`config.mk`:
```
export PLATFORM = sky130hd
export DESIGN_NAME = drift_timer_bank
export DESIGN_NICKNAME = d
export VERILOG_FILES = /design/src/rtl/dtb_pkg.sv /design/src/rtl/dtb_sync_edge.sv /design/src/rtl/dtb_chan.sv /design/src/rtl/dtb_readout.sv /design/src/rtl/drift_timer_bank.sv
export SDC_FILE = /design/constraint.sdc
export NUM_CORES = 1
export LEC_CHECK = 0
export BUFFER_PORTS_ARGS = -buffer_cell sky130_fd_sc_hd__buf_2
export CORE_MARGIN = 1.5
export CORE_UTILIZATION = 35
export DETAILED_ROUTE_END_ITERATION = 6
export HOLD_SLACK_MARGIN = 0.02
export SLEW_MARGIN = 20
export SYNTH_ARGS = -nofsm -noshare
export SYNTH_HDL_FRONTEND = slang
export SYNTH_SLANG_ARGS = --single-unit
```
`constraint.sdc`:
```
create_clock -name clk -period 1.85 [get_ports clk]
set_input_delay 0.2775 -clock clk [delete_from_list [all_inputs] [get_ports clk]]
set_output_delay 0.2775 -clock clk [all_outputs]
set_load 0.01 [all_outputs]
```
`src/rtl/dtb_pkg.sv`:
```
package dtb_pkg;
  localparam int CNT_W  = 12;
  localparam int N_CH   = 8;
  localparam int WORD_W = 16;
  localparam int SYNC_N = 2;
  typedef logic [CNT_W-1:0] cnt_t;
endpackage

```
`src/rtl/dtb_sync_edge.sv`:
```
// Multi-flop synchronizer per bit followed by a rising-edge detector.
module dtb_sync_edge #(
  parameter int W      = 1,
  parameter int STAGES = dtb_pkg::SYNC_N
) (
  input  logic         clk,
  input  logic         rst,
  input  logic [W-1:0] async_i,
  output logic [W-1:0] rise_o
);
  logic [STAGES:0][W-1:0] pipe_q;

  always_ff @(posedge clk) begin
    if (rst) begin
      pipe_q <= '0;
    end else begin
      pipe_q[0] <= async_i;
      for (int s = 1; s <= STAGES; s++) pipe_q[s] <= pipe_q[s-1];
    end
  end

  assign rise_o = pipe_q[STAGES-1] & ~pipe_q[STAGES];
endmodule

```
`src/rtl/dtb_chan.sv`:
```
// One channel: saturating counter gated by shared enable and own stop flag.
module dtb_chan #(
  parameter int CW = dtb_pkg::CNT_W
) (
  input  logic          clk,
  input  logic          rst,
  input  logic          arm_i,
  input  logic          stop_rise_i,
  input  logic          load_i,
  input  logic          clear_i,
  output logic [CW-1:0] cnt_o
);
  localparam logic [CW-1:0] CMAX = '1;

  logic          halted_q;
  logic [CW-1:0] cnt_q;

  always_ff @(posedge clk) begin
    if (rst || clear_i)               halted_q <= 1'b0;
    else if (arm_i && stop_rise_i)    halted_q <= 1'b1;
  end

  always_ff @(posedge clk) begin
    if (rst || load_i)                               cnt_q <= '0;
    else if (arm_i && !halted_q && cnt_q != CMAX)    cnt_q <= cnt_q + 1'b1;
  end

  assign cnt_o = cnt_q;

  a_r5_no_wrap: assert property (@(posedge clk) disable iff (rst)
    (!load_i && cnt_q == CMAX) |=> cnt_q == CMAX);
  a_r3_frozen_holds: assert property (@(posedge clk) disable iff (rst)
    (halted_q && !load_i) |=> $stable(cnt_q));
  a_r6_load_zero: assert property (@(posedge clk) disable iff (rst)
    load_i |=> cnt_q == '0);
  a_r4_idle_stop_ignored: assert property (@(posedge clk) disable iff (rst)
    (!arm_i && !halted_q) |=> !halted_q);
endmodule

```
`src/rtl/dtb_readout.sv`:
```
// Registered channel select and readout word packing.
module dtb_readout #(
  parameter int N  = dtb_pkg::N_CH,
  parameter int CW = dtb_pkg::CNT_W,
  parameter int WW = dtb_pkg::WORD_W,
  localparam int SW = $clog2(N)
) (
  input  logic               clk,
  input  logic               rst,
  input  logic [N-1:0][CW-1:0] cnt_i,
  input  logic [SW-1:0]      sel_i,
  input  logic               armed_i,
  output logic [WW-1:0]      word_o
);
  localparam int PAD_W = WW - 1 - CW;

  logic [WW-1:0] word_q;

  always_ff @(posedge clk) begin
    if (rst) word_q <= '0;
    else     word_q <= {armed_i, {PAD_W{1'b0}}, cnt_i[sel_i]};
  end

  assign word_o = word_q;

  a_r8_flag_follows: assert property (@(posedge clk) disable iff (rst)
    1'b1 |=> word_q[WW-1] == $past(armed_i));
  a_r8_count_follows: assert property (@(posedge clk) disable iff (rst)
    1'b1 |=> word_q[CW-1:0] == $past(cnt_i[sel_i]));
endmodule

```
`src/rtl/drift_timer_bank.sv`:
```
module drift_timer_bank #(
  parameter int N_CH   = dtb_pkg::N_CH,
  parameter int CNT_W  = dtb_pkg::CNT_W,
  parameter int WORD_W = dtb_pkg::WORD_W,
  parameter int SYNC_N = dtb_pkg::SYNC_N,
  localparam int SEL_W = $clog2(N_CH)
) (
  input  logic              clk,
  input  logic              rst,
  input  logic              trig_in,
  input  logic [N_CH-1:0]   stop_in,
  input  logic              load_cmd,
  input  logic              clear_cmd,
  input  logic [SEL_W-1:0]  chan_sel,
  output logic [WORD_W-1:0] rd_word
);
  logic [N_CH:0]              rise_w;
  logic                       armed_q;
  logic [N_CH-1:0][CNT_W-1:0] cnt_w;

  // Trigger rides in the top bit so its latency matches every stop bit.
  dtb_sync_edge #(.W(N_CH+1), .STAGES(SYNC_N)) u_sync (
    .clk     (clk),
    .rst     (rst),
    .async_i ({trig_in, stop_in}),
    .rise_o  (rise_w)
  );

  always_ff @(posedge clk) begin
    if (rst || clear_cmd) armed_q <= 1'b0;
    else if (rise_w[N_CH]) armed_q <= 1'b1;
  end

  for (genvar c = 0; c < N_CH; c++) begin : g_chan
    dtb_chan #(.CW(CNT_W)) u_chan (
      .clk         (clk),
      .rst         (rst),
      .arm_i       (armed_q),
      .stop_rise_i (rise_w[c]),
      .load_i      (load_cmd),
      .clear_i     (clear_cmd),
      .cnt_o       (cnt_w[c])
    );
  end

  dtb_readout #(.N(N_CH), .CW(CNT_W), .WW(WORD_W)) u_rd (
    .clk     (clk),
    .rst     (rst),
    .cnt_i   (cnt_w),
    .sel_i   (chan_sel),
    .armed_i (armed_q),
    .word_o  (rd_word)
  );

  a_r2_trigger_arms: assert property (@(posedge clk) disable iff (rst)
    (rise_w[N_CH] && !clear_cmd) |=> armed_q);
  a_r7_clear_disarms: assert property (@(posedge clk) disable iff (rst)
    clear_cmd |=> !armed_q);
endmodule

```
Word-level counts from Yosys, hierarchy flattened
Index checks and enable logic that the tools add are counted.
{ "word_totals": {"regBits": 148, "wordCells": 77} }
{ "classes": {"eq_ne": 8, "n_reduce_logical": 34, "n_addsub": 8, "mux": 2, "order_cmp": 1, "bitwise": 2} }
{ "op_table": {"columns": ["cell", "n"], "rows": [
  ["adder 12 x 1 -> 12 bit, second input constant", 8],
  ["!= test 12 bit, second input constant", 8],
  ["binary-select mux 12 bit (select 3 bit)", 1],
  ["logical AND 1 bit", 24],
  ["two-way mux 12 bit", 1],
  ["AND 9 bit", 1],
  ["inverter 9 bit", 1],
  ["logical NOT 1 bit", 8],
  ["< comparator 3 x 4 -> 1 bit, second input constant", 1],
  ["logical OR 1 bit", 2]
]} }

Depth between registers and ports, before layout
{ "logic_depth": {"depth_word": 3, "mapped_depth": 7, "ltp_nobuf": 5} }

Modules after synthesis
From an unflattened synthesis, not the netlist that was laid out.
{ "hier_totals": {"cells_unflattened": 750, "area_unflattened_um2": 6976.7} }
{ "by_module_without_submodules": {"columns": ["mod", "instances", "seq_area_each_um2", "area_each_um2", "cells_per_inst"], "rows": [
  ["dtb_chan", 8, 260.2, 633.1, 76],
  ["dtb_readout", 1, 260.2, 1072.3, 74],
  ["dtb_sync_edge", 1, 540.5, 805.8, 65],
  ["drift_timer_bank", 1, 20.0, 33.8, 3]
]} }

Least setup slack after synthesis
OpenSTA, ideal clock, no wires.
{ "synth_path": {"path_type": "input to register", "from": "input chan_sel[0]", "to": "register u_rd.word_q[0], in the netlist u_rd.word_o[0]", "cell_stages": 5, "path_slack_ns": 0.274, "arrival_ns": 1.448, "setup_ns": 0.128, "required_ns": 1.722, "cell_sequence": "buf_2 -> buf_2 -> mux4_2 -> mux2i_1 -> nor2_1"} }
{ "synth_via": {"elab_chain_len": 2} }
{ "synth_lines": {"columns": ["item", "line", "rtl"], "rows": [
  ["start: declaration", "drift_timer_bank.sv:14", "input logic [SEL_W-1:0] chan_sel,"],
  ["binary-select mux 12 bit (select 3 bit)", "dtb_readout.sv:21", "else word_q <= {armed_i, {PAD_W{1'b0}}, cnt_i[sel_i]};"],
  ["two-way mux 12 bit (not written as such)", "dtb_readout.sv:21", null],
  ["end signal: assignment", "dtb_readout.sv:21", null],
  ["end: declaration", "dtb_readout.sv:17", "logic [WW-1:0] word_q;"]
]} }
No other way between the ends. The select of a mux whose other input is x is not followed.
A chain may end at the register's enable or synchronous reset.

Worst setup path in the final report
{ "layout_path": {"from": "register armed_q", "to": "register g_chan[5].u_chan.cnt_q[11]"} }
{ "layout_via": {"elab_chain_len": 2} }
{ "layout_lines": {"columns": ["item", "line", "rtl"], "rows": [
  ["start: declaration", "drift_timer_bank.sv:18", "logic armed_q;"],
  ["start signal: assignment", "drift_timer_bank.sv:30", "if (rst || clear_cmd) armed_q <= 1'b0;"],
  ["start signal: assignment", "drift_timer_bank.sv:31", "else if (rise_w[N_CH]) armed_q <= 1'b1;"],
  ["logical AND 1 bit (2 in series)", "dtb_chan.sv:25", "else if (arm_i && !halted_q && cnt_q != CMAX) cnt_q <= cnt_q + 1'b1;"],
  ["end signal: assignment", "dtb_chan.sv:25", null],
  ["end: declaration", "dtb_chan.sv:16", "logic [CW-1:0] cnt_q;"]
]} }
No other way between the ends.

==> results.py <==
metrics = {
    "timing": {
        "setup_tns_ns": 0,
        "setup_viol": 0,
        "fin_skew_ns": 0.00826,
        "rsz0062_at_grt": "false",
        "clock.fmax_mhz": 575,
        "post-route-period-util": 0.941,
        "drv_slew": 0,
        "finalHoldViolations": 0,
        "layout_min_cycle_time_ns": 1.74,
    },
    "yosys": {
        "synth_top_flop_cell": "dfxtp_1",
        "seq_area_frac_synth": 0.416,
        "ys_warn_count": 0,
        "yosys.cell_types.count": 60,
        "ys_top_cells_by_area": "dfxtp_1 42%, mux4_2 7.7%, mux2i_1 4.6%, nand2_1 3.2%, nor2b_1 3.0%",
        "ys_ff_latch": 145,
        "synth_top_area_frac": 0.416,
        "netlist_area_um2": 6980,
        "synth.avg_cell_area_um2": 9.34,
        "synth_edf_count": 0,
        "synth_top_cell_by_area": "dfxtp_1",
        "syn_inst": 747,
        "ys_async_sr_fraction": 0,
    },
    "detailed_routing": {
        "num_vias": 5857,
        "drtIter0Drc": 420,
        "vias_per_cell": 5.40,
        "drtPass1Iterations": 5,
        "detail_route.wirelength_um": 17500,
        "post_drt_wl_per_cell_um": 16.1,
        "drc_errors": 0,
        "antenna_left": 0,
    },
    "cells_and_area": {
        "n_antenna_cell": 0,
        "final_nets": 831,
        "fin_util": 0.432,
        "final_area_um2": 8430,
        "syn2layout_area_growth_pct": 20.8,
        "final_layout_size_suffix_gt1_frac": 0.184,
    },
    "cts": {
        "cts_buffer_depth": 2,
        "cts_tree": "yes",
        "numCtsBuffers": 17,
        "htreeDepth": 4,
        "clock_sinks": 145,
        "clk_pin_slew_ns": 0.06,
        "clock-root-buffer": "clkbuf_16",
        "insertion_delay_ns": 0.43,
    },
    "critical_path": {
        "crit_type": "register to register",
        "worst-path-buf-inv": 1,
        "worstReg2RegStart": "armed_q$_SDFFE_PP0P_",
        "slowest_stage": "or4_1",
        "startpoint_type": "register",
        "rr_endpoint": "g_chan[5].u_chan.cnt_o[11]$_SDFFE_PP0P_",
        "cp_data_required_time_ns": 2.18,
        "crit_family": "simple AND/OR/NAND/NOR gates",
        "critPathMaxStageDelay_ns": 0.54,
        "rr_worst_depth": 5,
        "cp_data_arrival_time_ns": 2.07,
        "path_cells": "buf_12 > and4b_1 > nand2_1 > or4_1 > o211a_1",
        "critPathCaptureType": "register",
        "rrSetupSlack_ns": 0.11,
        "worstPathMaxFanout": 22,
    },
    "power_and_ir_drop": {
        "p_comb_frac": 0.035,
        "p_leak_uw": 0.00294,
        "p_sw_frac": 0.205,
        "p_clk_frac": 0.524,
        "switchingPower_uw": 1470,
        "internal_power_uw": 5690,
        "ir_drop_mv": 0.573,
        "power_density_nw_per_um2": 850,
        "seq_power_share": 0.441,
    },
    "hold_path": {
        "min_from": "stop_in[3]",
        "holdPathEnd": "u_sync.pipe_q[3]$_SDFF_PP0_",
        "min_path_type": "input pin to register",
        "worstHoldPathCells": 2,
    },
    "global_route": {
        "overflow": 0,
        "grt_max_degree": 47,
        "grt_pass1_wl_um": 28100,
        "antenna_found_initial": 0,
        "grtUsageTotal": 0.177,
        "grt_pass1_vias": 5259,
    },
    "flow_run": {
        "max-cap-violations": 0,
    },
    "floorplan": {
        "die_area_um2": 20800,
        "fp.dieW_um": 144,
        "initial_core_util": 0.357,
        "io_pins": 32,
        "num_rows": 51,
        "core_area_um2": 19500,
        "die_h_um": 144,
    },
    "run_status": {
        "outcome": "finished clean",
    },
    "placement": {
        "gp_congestion": 0.858,
        "place_area_um2": 7720,
        "dpl.hpwl_um": 12500,
        "port_buffers": 28,
    },
}
-- worst reg2reg max path, cell delays in order (launching register included) --
cell and delay (ns):
dfxtp_1 0.40, buf_12 0.19, and4b_1 0.24, nand2_1 0.14
or4_1 0.54, o211a_1 0.14
-- registers in the layout (all words and copies together) (netlist names) --
signal	flops
g_chan.u_chan.halted_q	8
u_sync.pipe_q	27
g_chan.u_chan.cnt_o	96
armed_q	1
u_rd.word_o	13
-- final cells by class --
cell class | instances | area (µm²)
Sequential cell | 145 | 2900
Multi-Input combinational cell | 540 | 3840
Fill cell | 1932 | 11100
Timing Repair Buffer | 78 | 603
Tap cell | 265 | 332
Clock buffer | 24 | 502
Inverter | 25 | 93.8
Clock inverter | 8 | 149
-- metal layers --
layer,vias up,track usage,routed length [µm]
met1,2743,0.254,8550
met4,0,0.0606,273
li1,2912,-,-
met5,-,0,0
met3,18,0.0397,1170
met2,184,0.262,7510
-- logic make-up after synthesis --
group                    count (synthesis)  synth area share
flip-flops                             145             0.416
adder cells (fa/ha/maj)                  8            0.0144
XOR/XNOR                                15            0.0188
AND/OR/NAND/NOR                        326             0.259
AO/OA/AOI/OAI                          132             0.128
other                                    1          0.000538
multiplexers                            56             0.123
buffers and inverters                   64            0.0395
-- power by group through the flow --
stage          Combinational [µW]  Sequential, µW  Clock, µW
3_5_place_dp                  255            3230          0
3_3_place_gp                  254            3230          0
5_1_grt                       276            3160       3950
6_report                      253            3160       3750
4_1_cts                       255            3160       3810
2_1_floorplan                 165            3230          0
-- through the flow --
| step | hold WS [ns] | worst slack (ns) | instances | power [µW] |
|---|---|---|---|---|
| after floorplan | 0.406 | 0.274 | 749 | 3390 |
| after global placement | 0.417 | 0.102 | 1050 | 3480 |
| after detailed placement | 0.424 | 0.114 | 1050 | 3480 |
| after CTS | 0.0456 | 0.0852 | 1082 | 7230 |
| after global routing | 0.0632 | 0.0175 | 1085 | 7390 |
| final | 0.0605 | 0.110 | 1085 | 7160 |
-- cells in the final DEF (no fill, tap or decap), types with 24 or more instances in the layout --
| master | instances |
|---|---|
| nor2b_1 | 34 |
| inv_1 | 25 |
| buf_4 | 43 |
| dfxtp_1 | 145 |
| buf_2 | 28 |
| or3_1 | 24 |
| nor2_1 | 51 |
| nand3_1 | 28 |
| o21ai_0 | 25 |
| nand2_1 | 60 |
| mux2i_1 | 32 |
| nor3_1 | 33 |
| a21oi_1 | 31 |
| mux4_2 | 24 |
-- how the worst max path moves through the flow --
stage	endpoint	depth (start not counted)	start	slack, ns
after global placement	g_chan[1].u_chan.cnt_o[5]$_SDFFE_PP0P_	6	g_chan[1].u_chan.cnt_o[0]$_SDFFE_PP0P_	0.10
after detailed placement	g_chan[3].u_chan.cnt_o[11]$_SDFFE_PP0P_	4	g_chan[3].u_chan.cnt_o[4]$_SDFFE_PP0P_	0.11
after floorplan	u_rd.word_o[0]$_SDFF_PP0_	5	chan_sel[0]	0.27
after CTS	g_chan[4].u_chan.cnt_o[2]$_SDFFE_PP0P_	5	g_chan[4].u_chan.cnt_o[1]$_SDFFE_PP0P_	0.09
final	g_chan[5].u_chan.cnt_o[11]$_SDFFE_PP0P_	5	armed_q$_SDFFE_PP0P_	0.11
after global routing	g_chan[6].u_chan.cnt_o[0]$_SDFFE_PP0P_	5	g_chan[6].u_chan.cnt_o[0]$_SDFFE_PP0P_	0.02
-- cell usage after synthesis (all sizes together), types with 6 or more instances --
cell and count:
buf 20, o311ai 10, o31ai 12, o41ai 7, xor2 10, or3 24, mux4 24, nand4b 6
o21ai 25, clkbuf 19, nor2 52, nor2b 34, nand3 29, nor4 15, or4 12, inv 25
mux2i 32, nand2 60, and3 6, ha 8, a21oi 31, nand4 24, a31oi 18, dfxtp 145
nor3 33
-- timing repair --
item	4_1_cts	5_1_grt
hold buffers	0	0
setup endpoints to repair	0	9
setup buffers	0	3
gates resized for setup	0	6
Note: power is estimated with default switching activity, not from simulation.
